File: config.mk
export PLATFORM = sky130hd
export DESIGN_NAME = xact_timeout_mon
export DESIGN_NICKNAME = d
export VERILOG_FILES = /design/src/rtl/itm_pkg.sv /design/src/rtl/itm_lat_counter.sv /design/src/rtl/itm_status.sv /design/src/rtl/itm_regs.sv /design/src/rtl/xact_timeout_mon.sv
export SDC_FILE = /design/constraint.sdc
export NUM_CORES = 1
export LEC_CHECK = 0
export CORE_MARGIN = 3
export CORE_UTILIZATION = 35
export CTS_CLUSTER_SIZE = 20
export DETAILED_ROUTE_END_ITERATION = 16
export PLACE_DENSITY_LB_ADDON = 0.25
export SLEW_MARGIN = 10
export SYNTH_ARGS = -nofsm -noshare
export SYNTH_HDL_FRONTEND = slang
export SYNTH_SLANG_ARGS = --single-unit
File: constraint.sdc
create_clock -name clk -period 13.9 [get_ports clk]
set_input_delay 2.085 -clock clk [delete_from_list [all_inputs] [get_ports clk]]
set_output_delay 2.085 -clock clk [all_outputs]
set_load 0.01 [all_outputs]
File: src/rtl/itm_pkg.sv
`timescale 1ns/1ps
package itm_pkg;
  typedef enum logic [1:0] {
    ADDR_LIMIT = 2'd0,
    ADDR_STAT0 = 2'd1,
    ADDR_STAT1 = 2'd2,
    ADDR_CTRL  = 2'd3
  } itm_addr_e;

  localparam logic [3:0] KEY_CLEAR = 4'hA;
  localparam logic [3:0] KEY_IDLE  = 4'h5;
  localparam int         REG_W     = 32;
endpackage

File: src/rtl/itm_lat_counter.sv
`timescale 1ns/1ps
module itm_lat_counter #(
  parameter int CNT_W = 16
) (
  input  logic             clk,
  input  logic             rst_n,
  input  logic             start,
  input  logic             stop,
  input  logic             clr,
  input  logic [CNT_W-1:0] limit,
  output logic             overrun
);
  localparam logic [CNT_W-1:0] CNT_MAX = {CNT_W{1'b1}};

  logic             run_q, run_d;
  logic [CNT_W-1:0] cnt_q, cnt_d;
  logic             cnt_en;

  always_comb begin
    run_d  = run_q;
    cnt_d  = cnt_q;
    cnt_en = 1'b0;
    if (clr) begin
      run_d  = 1'b0;
      cnt_d  = '0;
      cnt_en = 1'b1;
    end else if (start) begin
      run_d  = 1'b1;
      cnt_d  = '0;
      cnt_en = 1'b1;
    end else if (stop) begin
      run_d  = 1'b0;
      cnt_d  = '0;
      cnt_en = 1'b1;
    end else if (run_q && (cnt_q != CNT_MAX)) begin
      cnt_d  = cnt_q + 1'b1;
      cnt_en = 1'b1;
    end
  end

  always_ff @(posedge clk or negedge rst_n) begin
    if (!rst_n) begin
      run_q <= 1'b0;
      cnt_q <= '0;
    end else if (cnt_en) begin
      run_q <= run_d;
      cnt_q <= cnt_d;
    end
  end

  assign overrun = run_q && (cnt_q >= limit);

  AST_SAT_HOLD: assert property (@(posedge clk) disable iff (!rst_n)
    (run_q && cnt_q == CNT_MAX && !start && !stop && !clr) |=> (run_q && cnt_q == CNT_MAX));
  AST_START_ZERO: assert property (@(posedge clk) disable iff (!rst_n)
    (start && !clr) |=> (run_q && cnt_q == '0));
  AST_CLR_IDLE: assert property (@(posedge clk) disable iff (!rst_n)
    clr |=> !overrun);
endmodule

File: src/rtl/itm_status.sv
`timescale 1ns/1ps
module itm_status #(
  parameter int N_INIT = 4
) (
  input  logic              clk,
  input  logic              rst_n,
  input  logic [N_INIT-1:0] set0,
  input  logic [N_INIT-1:0] set1,
  input  logic [N_INIT-1:0] w1c0,
  input  logic [N_INIT-1:0] w1c1,
  output logic [N_INIT-1:0] stat0,
  output logic [N_INIT-1:0] stat1,
  output logic              err_event
);
  logic [N_INIT-1:0] stat0_q, stat0_d, stat1_q, stat1_d;
  logic              any_q, any_now;

  always_comb begin
    stat0_d = (stat0_q & ~w1c0) | set0;
    stat1_d = (stat1_q & ~w1c1) | set1;
  end

  always_ff @(posedge clk or negedge rst_n) begin
    if (!rst_n) begin
      stat0_q <= '0;
      stat1_q <= '0;
      any_q   <= 1'b0;
    end else begin
      stat0_q <= stat0_d;
      stat1_q <= stat1_d;
      any_q   <= any_now;
    end
  end

  assign any_now   = (|stat0_q) | (|stat1_q);
  assign err_event = any_now & ~any_q;
  assign stat0     = stat0_q;
  assign stat1     = stat1_q;

  AST_STICKY0: assert property (@(posedge clk) disable iff (!rst_n)
    1'b1 |=> (($past(stat0_q) & ~$past(w1c0) & ~stat0_q) == '0));
  AST_STICKY1: assert property (@(posedge clk) disable iff (!rst_n)
    1'b1 |=> (($past(stat1_q) & ~$past(w1c1) & ~stat1_q) == '0));
  AST_ERR_ONE_CYCLE: assert property (@(posedge clk) disable iff (!rst_n)
    err_event |=> !err_event);
  AST_ERR_QUIET: assert property (@(posedge clk) disable iff (!rst_n)
    (any_now && ((set0 | set1) != '0)) |=> !err_event);
endmodule

File: src/rtl/itm_regs.sv
`timescale 1ns/1ps
module itm_regs
  import itm_pkg::*;
#(
  parameter int N_INIT    = 4,
  parameter int CNT_W     = 16,
  parameter int LIMIT_RST = 1024
) (
  input  logic              clk,
  input  logic              rst_n,
  input  logic              wr,
  input  logic              priv,
  input  logic [1:0]        addr,
  input  logic [REG_W-1:0]  wdata,
  input  logic [N_INIT-1:0] stat0,
  input  logic [N_INIT-1:0] stat1,
  output logic [CNT_W-1:0]  lim_acc,
  output logic [CNT_W-1:0]  lim_rsp,
  output logic [N_INIT-1:0] w1c0,
  output logic [N_INIT-1:0] w1c1,
  output logic              cnt_clr,
  output logic [REG_W-1:0]  rdata
);
  localparam logic [CNT_W-1:0] LIM_INIT = CNT_W'(LIMIT_RST);
  localparam int               HI_LSB   = REG_W / 2;

  itm_addr_e  sel;
  logic [CNT_W-1:0] lim_acc_q, lim_rsp_q;
  logic             lim_en;
  logic [3:0]       key_q, key_d;
  logic             key_en;

  assign sel    = itm_addr_e'(addr);
  assign lim_en = wr && (sel == ADDR_LIMIT);

  always_comb begin
    key_d  = key_q;
    key_en = 1'b0;
    if (key_q == KEY_CLEAR) begin
      key_d  = KEY_IDLE;
      key_en = 1'b1;
    end else if (wr && priv && (sel == ADDR_CTRL) && (wdata[3:0] == KEY_CLEAR)) begin
      key_d  = KEY_CLEAR;
      key_en = 1'b1;
    end
  end

  always_ff @(posedge clk or negedge rst_n) begin
    if (!rst_n) begin
      lim_acc_q <= LIM_INIT;
      lim_rsp_q <= LIM_INIT;
    end else if (lim_en) begin
      lim_acc_q <= wdata[CNT_W-1:0];
      lim_rsp_q <= wdata[HI_LSB +: CNT_W];
    end
  end

  always_ff @(posedge clk or negedge rst_n) begin
    if (!rst_n)      key_q <= KEY_IDLE;
    else if (key_en) key_q <= key_d;
  end

  assign cnt_clr = (key_q == KEY_CLEAR);
  assign lim_acc = lim_acc_q;
  assign lim_rsp = lim_rsp_q;
  assign w1c0    = (wr && sel == ADDR_STAT0) ? wdata[N_INIT-1:0] : '0;
  assign w1c1    = (wr && sel == ADDR_STAT1) ? wdata[N_INIT-1:0] : '0;

  always_comb begin
    rdata = '0;
    unique case (sel)
      ADDR_LIMIT: begin
        rdata[CNT_W-1:0]         = lim_acc_q;
        rdata[HI_LSB +: CNT_W]   = lim_rsp_q;
      end
      ADDR_STAT0: rdata[N_INIT-1:0] = stat0;
      ADDR_STAT1: rdata[N_INIT-1:0] = stat1;
      ADDR_CTRL:  rdata[3:0]        = KEY_IDLE;
    endcase
  end

  AST_KEY_RETURN: assert property (@(posedge clk) disable iff (!rst_n)
    (key_q == KEY_CLEAR) |=> (key_q == KEY_IDLE));
  AST_KEY_NONPRIV: assert property (@(posedge clk) disable iff (!rst_n)
    (wr && !priv && key_q != KEY_CLEAR) |=> (key_q == KEY_IDLE));
  AST_KEY_LEGAL: assert property (@(posedge clk) disable iff (!rst_n)
    (key_q == KEY_IDLE) || (key_q == KEY_CLEAR));
endmodule

File: src/rtl/xact_timeout_mon.sv
`timescale 1ns/1ps
module xact_timeout_mon
  import itm_pkg::*;
#(
  parameter int N_INIT    = 4,
  parameter int CNT_W     = 16,
  parameter int LIMIT_RST = 1024
) (
  input  logic              clk,
  input  logic              rst_n,
  input  logic [N_INIT-1:0] req,
  input  logic [N_INIT-1:0] acc,
  input  logic [N_INIT-1:0] rsp,
  input  logic              reg_wr,
  input  logic              reg_priv,
  input  logic [1:0]        reg_addr,
  input  logic [31:0]       reg_wdata,
  output logic [31:0]       reg_rdata,
  output logic              err_event
);
  logic              rst_s1, rst_n_s;
  logic [CNT_W-1:0]  lim_acc, lim_rsp;
  logic [N_INIT-1:0] ovr_acc, ovr_rsp, w1c0, w1c1, stat0, stat1;
  logic              cnt_clr;

  always_ff @(posedge clk or negedge rst_n) begin
    if (!rst_n) begin
      rst_s1  <= 1'b0;
      rst_n_s <= 1'b0;
    end else begin
      rst_s1  <= 1'b1;
      rst_n_s <= rst_s1;
    end
  end

  for (genvar i = 0; i < N_INIT; i++) begin : g_init
    itm_lat_counter #(.CNT_W(CNT_W)) u_acc_cnt (
      .clk(clk), .rst_n(rst_n_s), .start(req[i]), .stop(acc[i]),
      .clr(cnt_clr), .limit(lim_acc), .overrun(ovr_acc[i])
    );
    itm_lat_counter #(.CNT_W(CNT_W)) u_rsp_cnt (
      .clk(clk), .rst_n(rst_n_s), .start(req[i]), .stop(rsp[i]),
      .clr(cnt_clr), .limit(lim_rsp), .overrun(ovr_rsp[i])
    );
  end

  itm_status #(.N_INIT(N_INIT)) u_status (
    .clk(clk), .rst_n(rst_n_s), .set0(ovr_acc), .set1(ovr_rsp),
    .w1c0(w1c0), .w1c1(w1c1), .stat0(stat0), .stat1(stat1),
    .err_event(err_event)
  );

  itm_regs #(.N_INIT(N_INIT), .CNT_W(CNT_W), .LIMIT_RST(LIMIT_RST)) u_regs (
    .clk(clk), .rst_n(rst_n_s), .wr(reg_wr), .priv(reg_priv),
    .addr(reg_addr), .wdata(reg_wdata), .stat0(stat0), .stat1(stat1),
    .lim_acc(lim_acc), .lim_rsp(lim_rsp), .w1c0(w1c0), .w1c1(w1c1),
    .cnt_clr(cnt_clr), .rdata(reg_rdata)
  );

  AST_OVR_SETS_STAT0: assert property (@(posedge clk) disable iff (!rst_n_s)
    (ovr_acc != '0) |=> ((stat0 & $past(ovr_acc)) == $past(ovr_acc)));
  AST_OVR_SETS_STAT1: assert property (@(posedge clk) disable iff (!rst_n_s)
    (ovr_rsp != '0) |=> ((stat1 & $past(ovr_rsp)) == $past(ovr_rsp)));
endmodule

==> metrics.md, run 1 <==
| Metric | Value |
|---|---|
| Int Power | between 0.0009 and 0.001 W |
| Worst slew pin tran | around 1100 ps |
| CTS buffer count | 17 |
| DRC Markers | 0 |
| Reg-to-Reg End | u_status.stat1[3] |
| Post-synthesis cell type count | 65 |
| Cell area after placement | between 10000 and 15000 um2 |
| H-Tree Depth | 4 |
| Hold Path Class | flip-flop to asynchronous set/reset pin |
| Synth Cell Area | 12400 um2 |
| DIE HEIGHT | 194 um |
| Port bufs | 82 |
| Routed vias/inst | about 6 |
| Worst R2R Path Depth | 6 |
| RSZ-0062 raised after global routing | no |
| Remaining Overflow, GRT | 0 |
| Reg clk slew, reported paths | 70 ps |
| CTS root buffer | clkbuf_16 |
| First-pass GRT wire length | 58300 um |
| Total track usage | 19.1% |
| Post-CTS Setup Repair Bufs | 0 |
| FMAX | 163 MHz |
| Largest area contributor in the netlist | dfrtp_1 |
| Slew headroom | 24.0% |
| Post-synthesis instance total | 1389 |
| Pwr Density | 94.7 nW/um2 |
| NetSw | 0.000406 W |
| Fin nets | 1630 |
| Final setup violation count | 0 |
| CP max FO | 41 |
| Sw Share | 30.1% |
| DR WL/cell | 19.0 um |
| Top-area cell type share of the netlist area | between 30% and 40% |
| CTS Buffer Depth | 2 |
| Post-DRT Antenna Nets | 0 |
| Total clock sinks | about 180 |
| Leak | 5.84 nW |
| VDD IR max | 85.6 uV |
| Synth Register Bits | 181 |
| Pin count of the biggest net entering global routing | 72 |
| Inserted Diodes | 0 |
| Synth area leaders | dfrtp_1 36%, ha_1 14%, a21oi_1 5.9%, nand2_1 4.5%, o21ai_0 3.5% |
| Post-CTS sizing | 0 |
| Worst skew pair latency | 450 ps |
| Setup WS pre-CTS | 7770 ps |
| Commonest cells after routing, fill and taps aside | 177 x dfrtp_1, 150 x nand2_1, 146 x a21oi_1 |
| Final WL | 36300 um |
| Worst hold slack | about 340 ps |
| PnR worst setup slack | roughly 7800 ps |
| Post-route minimum period | 6140 ps |
| Design area | 14200 um2 |
| Top FF cell, synth | dfrtp_1 |
| Hold_buf cts | 0 |
| Number of flops mapped to enable cells by yosys | 0 |
| Placed wire-length estimate | around 26000 um |
| Initial standard-cell utilization of the core | 35.7% |
| Crit path launch type | input port |
| Share of post-route cells with drive strength above 1 | about 4.4% |
| Worst EP arrival | about 4000 ps |
| Via count | 11100 |
| Vias in the first global route | ~11000 |
| Chip Width | 194 um |
| Initial antenna violation count | 0 |
| Number of top-level pins | 83 |
| Final GP Congestion | 0.881 |
| Reg2reg setup slack | 11470 ps |
| Setup_tns | 0 ps |
| Post-synthesis sequential area ratio | 36.6% |
| Critical path required time | 11810 ps |
| Synth warn | 0 |
| Syn Area/Cell | between 8 and 9 um2 |
| Drt pass-1 iters | 7 |
| Finished Core Util | 41.0% |
| # Max-Cap Violations | 0 |
| Logic gate share of total power | between 10% and 20% |
| Crit. End Element | output port |
| Detailed Route Iter0 Violations | 645 |
| Outcome | finished clean |
| Share of power burned in registers | 42.4% |
| CTS tree | done |
| Area of the core | ~35000 um2 |
| Fill cells | ~3500 |
| Fin. Hold Viols | 0 |
| Clock Power Share | 40.2% |
| Final slew viol count | 0 |
| Syn_nets | 1575 |
| Synth async-reset ratio | 100% |
| Skew final | 12.7 ps |
| CP Class | input port to output port |
| Reg-to-reg startpoint | u_regs.lim_rsp[10] |
| Most common cell after layout, fill and taps aside | dfrtp_1 |
| Synth-to-layout area growth | 14.9% |
| DIE AREA | ~38000 um2 |
| Final period util | 44.2% |
| # rows | 68 |
-- routing by layer --
layer | vias to the layer above | global-route usage, % | share of wire, %
met5 | - | 0 | 0
met4 | 0 | 5.19 | 1.9
met3 | 48 | 3.70 | 5.7
met2 | 290 | 31.5 | 47
met1 | 5408 | 25.7 | 45
li1 | 5403 | - | -
-- cell usage after synthesis, types with 4 or more instances --
cell type and number:
o31ai_1 39, a2111o_1 14, o2bb2ai_1 5, and3_1 20, nor3_1 56, a211oi_1 14, nor2_1 39, or4_1 42
ha_1 136, o311ai_0 5, a31oi_1 8, nor4_1 15, mux2i_1 25, inv_1 68, nand2b_1 29, o41ai_1 9
nand2_1 150, o21ai_0 87, and4_1 25, clkbuf_1 34, nand3_1 49, a21oi_1 146, o21a_1 9, buf_1 4
dfrtp_1 178, a41oi_1 5, nand4_1 49, nand4b_1 5, buf_2 13, or3_1 31, a2bb2oi_1 6, and2_1 9
o211ai_1 5, a311oi_1 9
-- per-stage QoR --
step | power, W | instances
finish | 0.00135 | 1912
global route | 0.00141 | 1912
CTS | 0.00136 | 1912
detailed placement | 0.000818 | 1880
global placement | 0.000810 | 1880
floorplan | 0.000713 | 1389
-- critical path: stages --
cell	delay, ps
buf_2	610
nand2b_1	380
o22ai_1	360
clkdlybuf4s50_1	610
-- power by group through the flow --
| stage | Combinational [W] | Sequential [W] | Clock (W) |
|---|---|---|---|
| final | 0.000236 | 0.000571 | 0.000541 |
| after CTS | 0.000238 | 0.000571 | 0.000552 |
| after global routing | 0.000265 | 0.000574 | 0.000573 |
| after floorplan | 0.000137 | 0.000575 | 0 |
| after global placement | 0.000230 | 0.000581 | 0 |
| after detailed placement | 0.000237 | 0.000581 | 0 |
-- sequential cells by signal (all words and copies together) (netlist names) --
signal and flops:
u_regs.lim_acc 16, u_status.stat1 4, g_init.u_rsp_cnt.cnt_q 64, rst_n_s 1, rst_s1 1, u_status.any_q 1, u_regs.lim_rsp 16, u_status.stat0 4
u_regs.key_q 2, g_init.u_acc_cnt.run_q 4, g_init.u_acc_cnt.cnt_q 64, g_init.u_rsp_cnt.run_q 4
-- final cells by class --
type | count | area (um2) | area share [%]
multi-input combinational | 1085 | 7360 | 51.7
timing repair buffer | 91 | 878 | 6.17
inverter | 68 | 255 | 1.79
clock buffer | 19 | 443 | 3.11
clock inverter | 13 | 191 | 1.35
tap | 455 | 569 | 4.00
sequential | 181 | 4540 | 31.9
-- how the worst max path moves through the flow --
| stage | start | to | slack [ps] | cells after the start |
|---|---|---|---|---|
| finish | reg_addr[1] | reg_rdata[1] | 7760 | 4 |
| CTS | reg_addr[1] | reg_rdata[1] | 7770 | 4 |
| global placement | reg_addr[1] | reg_rdata[1] | 7800 | 4 |
| global route | reg_addr[1] | reg_rdata[1] | 7670 | 4 |
| floorplan | rst_n_s | g_init[0].u_acc_cnt.cnt_q[0] | 8490 | 0 |
| detailed placement | reg_addr[1] | reg_rdata[1] | 7770 | 4 |
-- logic make-up after synthesis --
logic type      after synthesis  share of synthesized area, %
compound gates              381                          19.3
xor+xnor                      3                         0.212
fa+ha+maj                   136                          13.7
buf+inv                     123                          4.02
flops                       181                          36.6
mux                          28                          2.29
other cells                   1                        0.0303
simple gates                536                          23.8
Power figures use the tool's default switching activity.
==> run 2, diff against run 1 <==
==> constraint.sdc (replaced) <==
create_clock -name clk -period 5 [get_ports clk]
set_input_delay 0.75 -clock clk [delete_from_list [all_inputs] [get_ports clk]]
set_output_delay 0.75 -clock clk [all_outputs]
set_load 0.01 [all_outputs]
==> run 2 against run 1 <==
Effect of this change:
- register-to-register slack lost 8900 ps
- first-iteration DRC count grew 17%
- worst setup slack lost 6200 ps
- non-clock buffer count shrank 2
- sequential share of layout area grew 0.098 points
- clock-buffer cell count is the same
- clock skew grew 3.1 ps
- die area is the same
- hold slack gained 11 ps
- final area shrank 0.31%
- final cell count shrank 0.10%
- core utilization shrank 0.13 points
- critical path type unchanged
==> metrics.md, run 2 (synthesized netlist as in run 1, its figures left out) <==
| Metric | Value |
|---|---|
| Remaining Overflow, GRT | 0 |
| DRC Markers | 0 |
| GR Util met2 | 31.0% |
| Clock Power Share | ~39% |
| Share of post-route cells with drive strength above 1 | 4.26% |
| Hold Path Class | flip-flop to flip-flop |
| Pin count of the biggest net entering global routing | 180 |
| Port bufs | slightly above 80 |
| # rows | ~70 |
| CTS Buffer Depth | 2 |
| Gr busiest metal | met2 |
| NetSw | 0.00114 W |
| H-Tree Depth | 4 |
| Worst skew pair latency | 450 ps |
| CTS root buffer | clkbuf_16 |
| Crit path launch type | input port |
| Post-route minimum period | 3470 ps |
| Chip Width | around 190 um |
| Via count | between 10000 and 15000 |
| Worst slew pin tran | 1220 ps |
| VDD IR max | 249 uV |
| CP max FO | 41 |
| Initial standard-cell utilization of the core | 35.7% |
| Slew headroom | roughly 18% |
| First-pass GRT wire length | between 50000 and 60000 um |
| Fill cells | about 3400 |
| Skew final | between 15 and 20 ps |
| Post-DRT Antenna Nets | 0 |
| Area of the core | 34700 um2 |
| RSZ-0062 raised after global routing | no |
| Sw Share | 31.2% |
| Vias in the first global route | 10700 |
| DR WL/cell | 19.3 um |
| Crit. End Element | output port |
| Met1 Resource Use GR | 28.0% |
| Number of top-level pins | 83 |
| Finished Core Util | 40.9% |
| Fin. Hold Viols | 0 |
| Inserted Diodes | 0 |
| Met3 usage | 3.72% |
| Logic gate share of total power | 18.0% |
| DIE HEIGHT | 194 um |
| Most common cell after layout, fill and taps aside | dfrtp_1 |
| Design area | 14200 um2 |
| CTS tree | done |
| Synth-to-layout area growth | 14.6% |
| Final setup violation count | 0 |
| Registers with the most flip-flops | g_init.u_acc_cnt.cnt_q: 64 flops, g_init.u_rsp_cnt.cnt_q: 64 flops |
| Worst EP arrival | around 2700 ps |
| Final GP Congestion | around 0.85 |
| DIE AREA | 37700 um2 |
| Final slew viol count | 0 |
| Routed vias/inst | just under 6 |
| Outcome | finished clean |
| Placed wire-length estimate | 26000 um |
| Post-CTS sizing | 0 |
| Total clock sinks | between 150 and 200 |
| Leak | approximately 5.8 nW |
| Reg clk slew, reported paths | 70 ps |
| Drt pass-1 iters | 5 |
| # Max-Cap Violations | 0 |
| Final WL | 36900 um |
| Cell area after placement | 13600 um2 |
| PnR worst setup slack | 1530 ps |
| Setup WS pre-CTS | 1560 ps |
| Initial antenna violation count | 1 |
| Detailed Route Iter0 Violations | approximately 750 |
| CP Class | input port to output port |
| Total track usage | 19.6% |
| Commonest cells after routing, fill and taps aside | 177 x dfrtp_1, 150 x nand2_1, 146 x a21oi_1 |
| Post-CTS Setup Repair Bufs | 0 |
| Int Power | between 0.002 and 0.003 W |
| Critical path required time | about 4300 ps |
| Fin nets | 1628 |
| Hold_buf cts | 0 |
| Setup_tns | 0 ps |
| CTS buffer count | 17 |
| FMAX | 288 MHz |
| Pwr Density | 258 nW/um2 |
| Share of power burned in registers | 43.2% |
| Final period util | 69.3% |
## run 2: cell types whose count changed in the layout (fill, tap and decap cells not counted)
cell	change
buf_4	-3
clkinv_4	+3
inv_6	-3
bufinv_16	-2
buf_12	+1
clkinvlp_4	+1
inv_8	+1
## run 2: critical path, cell delays in order
cell	delay, ps
buf_2	620
nand2b_1	360
o22ai_1	350
clkdlybuf4s50_1	610
## run 2: final timing paths
path | slack, ps | to | from | depth (start not counted)
worst max-delay path | 1530 | reg_rdata[1] | reg_addr[1] | 4
worst min-delay path | 350 | rst_n_s | rst_s1 | 0
worst max register to register | 2580 | u_status.stat1[3] | u_regs.lim_rsp[10] | 6
worst min register to register | 350 | rst_n_s | rst_s1 | 0
max in group asynchronous | 3630 | g_init[0].u_acc_cnt.cnt_q[9] | rst_n_s | 1
min in group asynchronous | 450 | g_init[1].u_rsp_cnt.cnt_q[7] | rst_n_s | 1
## run 2: power by group through the flow
| stage | Sequential (W) | Combinational, W | Clock, W |
|---|---|---|---|
| 2_1_floorplan | 0.00160 | 0.000381 | 0 |
| 3_3_place_gp | 0.00161 | 0.000647 | 0 |
| 3_5_place_dp | 0.00161 | 0.000664 | 0 |
| 4_1_cts | 0.00158 | 0.000667 | 0.00145 |
| 5_1_grt | 0.00159 | 0.000746 | 0.00151 |
| 6_report | 0.00158 | 0.000660 | 0.00142 |
## run 2: layout make-up
cell class                      count  area (um2)  share of cell area, %
Clock buffer                       19         443                   3.12
Clock inverter                     13         150                   1.06
Inverter                           68         255                   1.80
Multi-Input combinational cell   1085        7360                   51.9
Sequential cell                   181        4540                   32.0
Tap cell                          455         569                   4.01
Timing Repair Buffer               89         876                   6.17
## run 2: metal layers
metal | wire, um | vias to the layer above
li1 | - | 5410
met4 | 429 | 2
met1 | 17500 | 5455
met2 | 16900 | 313
met5 | 12 | -
met3 | 2090 | 37
## run 2: stage by stage
stage                     total power (W)  hold slack (ps)  cells
after detailed placement          0.00227              341   1878
after floorplan                   0.00198              331   1389
after global placement            0.00225              336   1878
final                             0.00366              353   1910
after global routing              0.00384              370   1910
after CTS                         0.00369              357   1910
==> run 3, diff against run 2 <==
==> constraint.sdc (replaced) <==
create_clock -name clk -period 3.1 [get_ports clk]
set_input_delay 0.465 -clock clk [delete_from_list [all_inputs] [get_ports clk]]
set_output_delay 0.465 -clock clk [all_outputs]
set_load 0.01 [all_outputs]
==> run 3 against run 2 <==
Effect of this change:
- core utilization is 0.32 points higher
- critical endpoint is now err_event
- combinational power is 64% higher
- clock skew is 1.6 ps higher
- clock power is 58% higher
- largest cell class unchanged
- critical path depth is 1 lower
- first-iteration DRC count is 5.2% higher
- highest routed layer unchanged
==> metrics.md, run 3 (synthesized netlist as in run 1, its figures left out) <==
| Metric | Value |
|---|---|
| Area of the core | 34700 um2 |
| Outcome | finished clean |
| Design area | between 10000 and 15000 um2 |
| Post-route minimum period | approximately 2600 ps |
| H-Tree Depth | 4 |
| Port bufs | 82 |
| Crit. End Element | output port |
| DR WL/cell | between 15 and 20 um |
| Cell area after placement | 13700 um2 |
| Placed Cells | 1891 |
| Post-DRT Antenna Nets | 0 |
| Number of top-level pins | 83 |
| Worst Setup EP | err_event |
| Share of post-route cells with drive strength above 1 | 5.04% |
| CP max FO | 4 |
| Slew headroom | 28.5% |
| First-pass GRT wire length | about 59000 um |
| CTS root buffer | clkbuf_16 |
| Hold_buf cts | 0 |
| Worst R2R Path Depth | 6 |
| Total clock sinks | around 180 |
| CP cell instances | nor4_1, a21oi_1, clkdlybuf4s50_1 |
| Leak | roughly 5.9 nW |
| Inserted Diodes | 0 |
| Vias in the first global route | between 10000 and 15000 |
| FMAX | 385 MHz |
| CTS tree | done |
| Synth-to-layout area growth | 15.4% |
| Remaining Overflow, GRT | 0 |
| Commonest cells after routing, fill and taps aside | 177 x dfrtp_1, 150 x nand2_1, 146 x a21oi_1 |
| Via count | 11300 |
| Initial standard-cell utilization of the core | 35.7% |
| RSZ-0062 raised after global routing | no |
| Most common cell after layout, fill and taps aside | dfrtp_1 |
| Fill cells | 3502 |
| Pwr Density | 410 nW/um2 |
| Post-CTS Setup Repair Bufs | 0 |
| Final setup violation count | 0 |
| Final WL | 36800 um |
| Post-CTS sizing | 0 |
| Pin count of the biggest net entering global routing | 109 |
| Hold Path Class | input port to asynchronous set/reset pin |
| # rows | between 60 and 70 |
| # Max-Cap Violations | 0 |
| Critical path required time | about 2600 ps |
| Crit-path max cell delay | roughly 520 ps |
| Non-filler cells, final | around 1900 |
| CTS Buffer Depth | 2 |
| Initial antenna violation count | 1 |
| DIE AREA | 37700 um2 |
| Final slew viol count | 0 |
| Worst setup startpoint | u_status.stat0[2] |
| Worst path slowest cell | clkdlybuf4s50_1 |
| Routed vias/inst | 5.85 |
| Fin. Hold Viols | 0 |
| Registers with the most flip-flops | g_init.u_acc_cnt.cnt_q: 64 flops, g_init.u_rsp_cnt.cnt_q: 64 flops |
| Fin nets | 1641 |
| Drt pass-1 iters | 5 |
| Detailed Route Iter0 Violations | 792 |
| CP Class | flip-flop to output port |
| Reg clk slew, reported paths | 80 ps |
| Reg-to-Reg End | u_status.stat1[3] |
| Worst skew pair latency | roughly 450 ps |
| Reg-to-reg startpoint | u_regs.lim_rsp[13] |
| DRC Markers | 0 |
| Worst slew pin tran | 1060 ps |
| Placed wire-length estimate | 26900 um |
| Setup_tns | 0 ps |
| Worst EP arrival | around 2100 ps |
| Pwr Total | 0.00587 W |
| Reg2reg setup slack | 800 ps |
| Crit path launch type | flip-flop |
| Chip Width | between 150 and 200 um |
| Final GP Congestion | 0.876 |
| CTS buffer count | 17 |
| Total track usage | 19.3% |
| DIE HEIGHT | 194 um |
| Skew final | 17.4 ps |
| VDD IR max | 393 uV |
| Final period util | 83.9% |
-- run 3: cell count changes in the layout (fill, tap and decap cells not counted), moves of 2 or more --
| cell | change |
|---|---|
| buf_4 | +11 |
| clkinvlp_4 | -3 |
| inv_6 | +3 |
| buf_12 | +2 |
-- run 3: cell type report --
class	count	area [um2]	share of cell area, %
Inverter	68	255	1.79
Tap cell	455	569	3.98
Multi-Input combinational cell	1085	7360	51.5
Sequential cell	181	4540	31.7
Clock buffer	19	433	3.03
Clock inverter	13	148	1.03
Timing Repair Buffer	102	998	6.98
-- run 3: worst min-delay path by stage --
stage / startpoint / to / slack, ps
floorplan: rst_n / rst_n_s / 170
global placement: rst_s1 / rst_n_s / 340
detailed placement: rst_s1 / rst_n_s / 340
CTS: rst_n / rst_n_s / 150
global route: rst_n / rst_n_s / 150
finish: rst_n / rst_n_s / 170
-- run 3: where the power goes --
group	total (W)	leakage, nW	internal [W]	switching [W]
Clock	0.00224	0.283	0.00120	0.00104
Sequential	0.00255	2.43	0.00246	0.0000863
Combinational	0.00108	3.17	0.000395	0.000682
-- run 3: per-layer routing --
metal  vias to the layer above  part of all wire (%)  global-route usage (%)  routed length, um
met4                         2                   2.5                    6.44                925
met3                        63                   5.6                    3.35               2050
met5                         -                 0.054                       0                 20
li1                       5437                     -                       -                  -
met1                      5458                    45                    25.8              16700
met2                       298                    46                    31.9              17100
-- run 3: metrics by stage --
stage | setup slack [ps] | utilization (%) | hold slack, ps
floorplan | 115 | - | 169
global placement | 611 | 39.5 | 336
detailed placement | 588 | 39.5 | 338
CTS | 531 | 41.2 | 155
global route | 469 | 41.2 | 153
finish | 500 | 41.2 | 165
-- run 3: critical path, delay by kind of cell (launching register included) --
kind,cells,cell delay [ps]
and+or+nand+nor,1,510
AOI/OAI and AO/OA,1,160
buffers and inverters,1,520
DFF,1,500
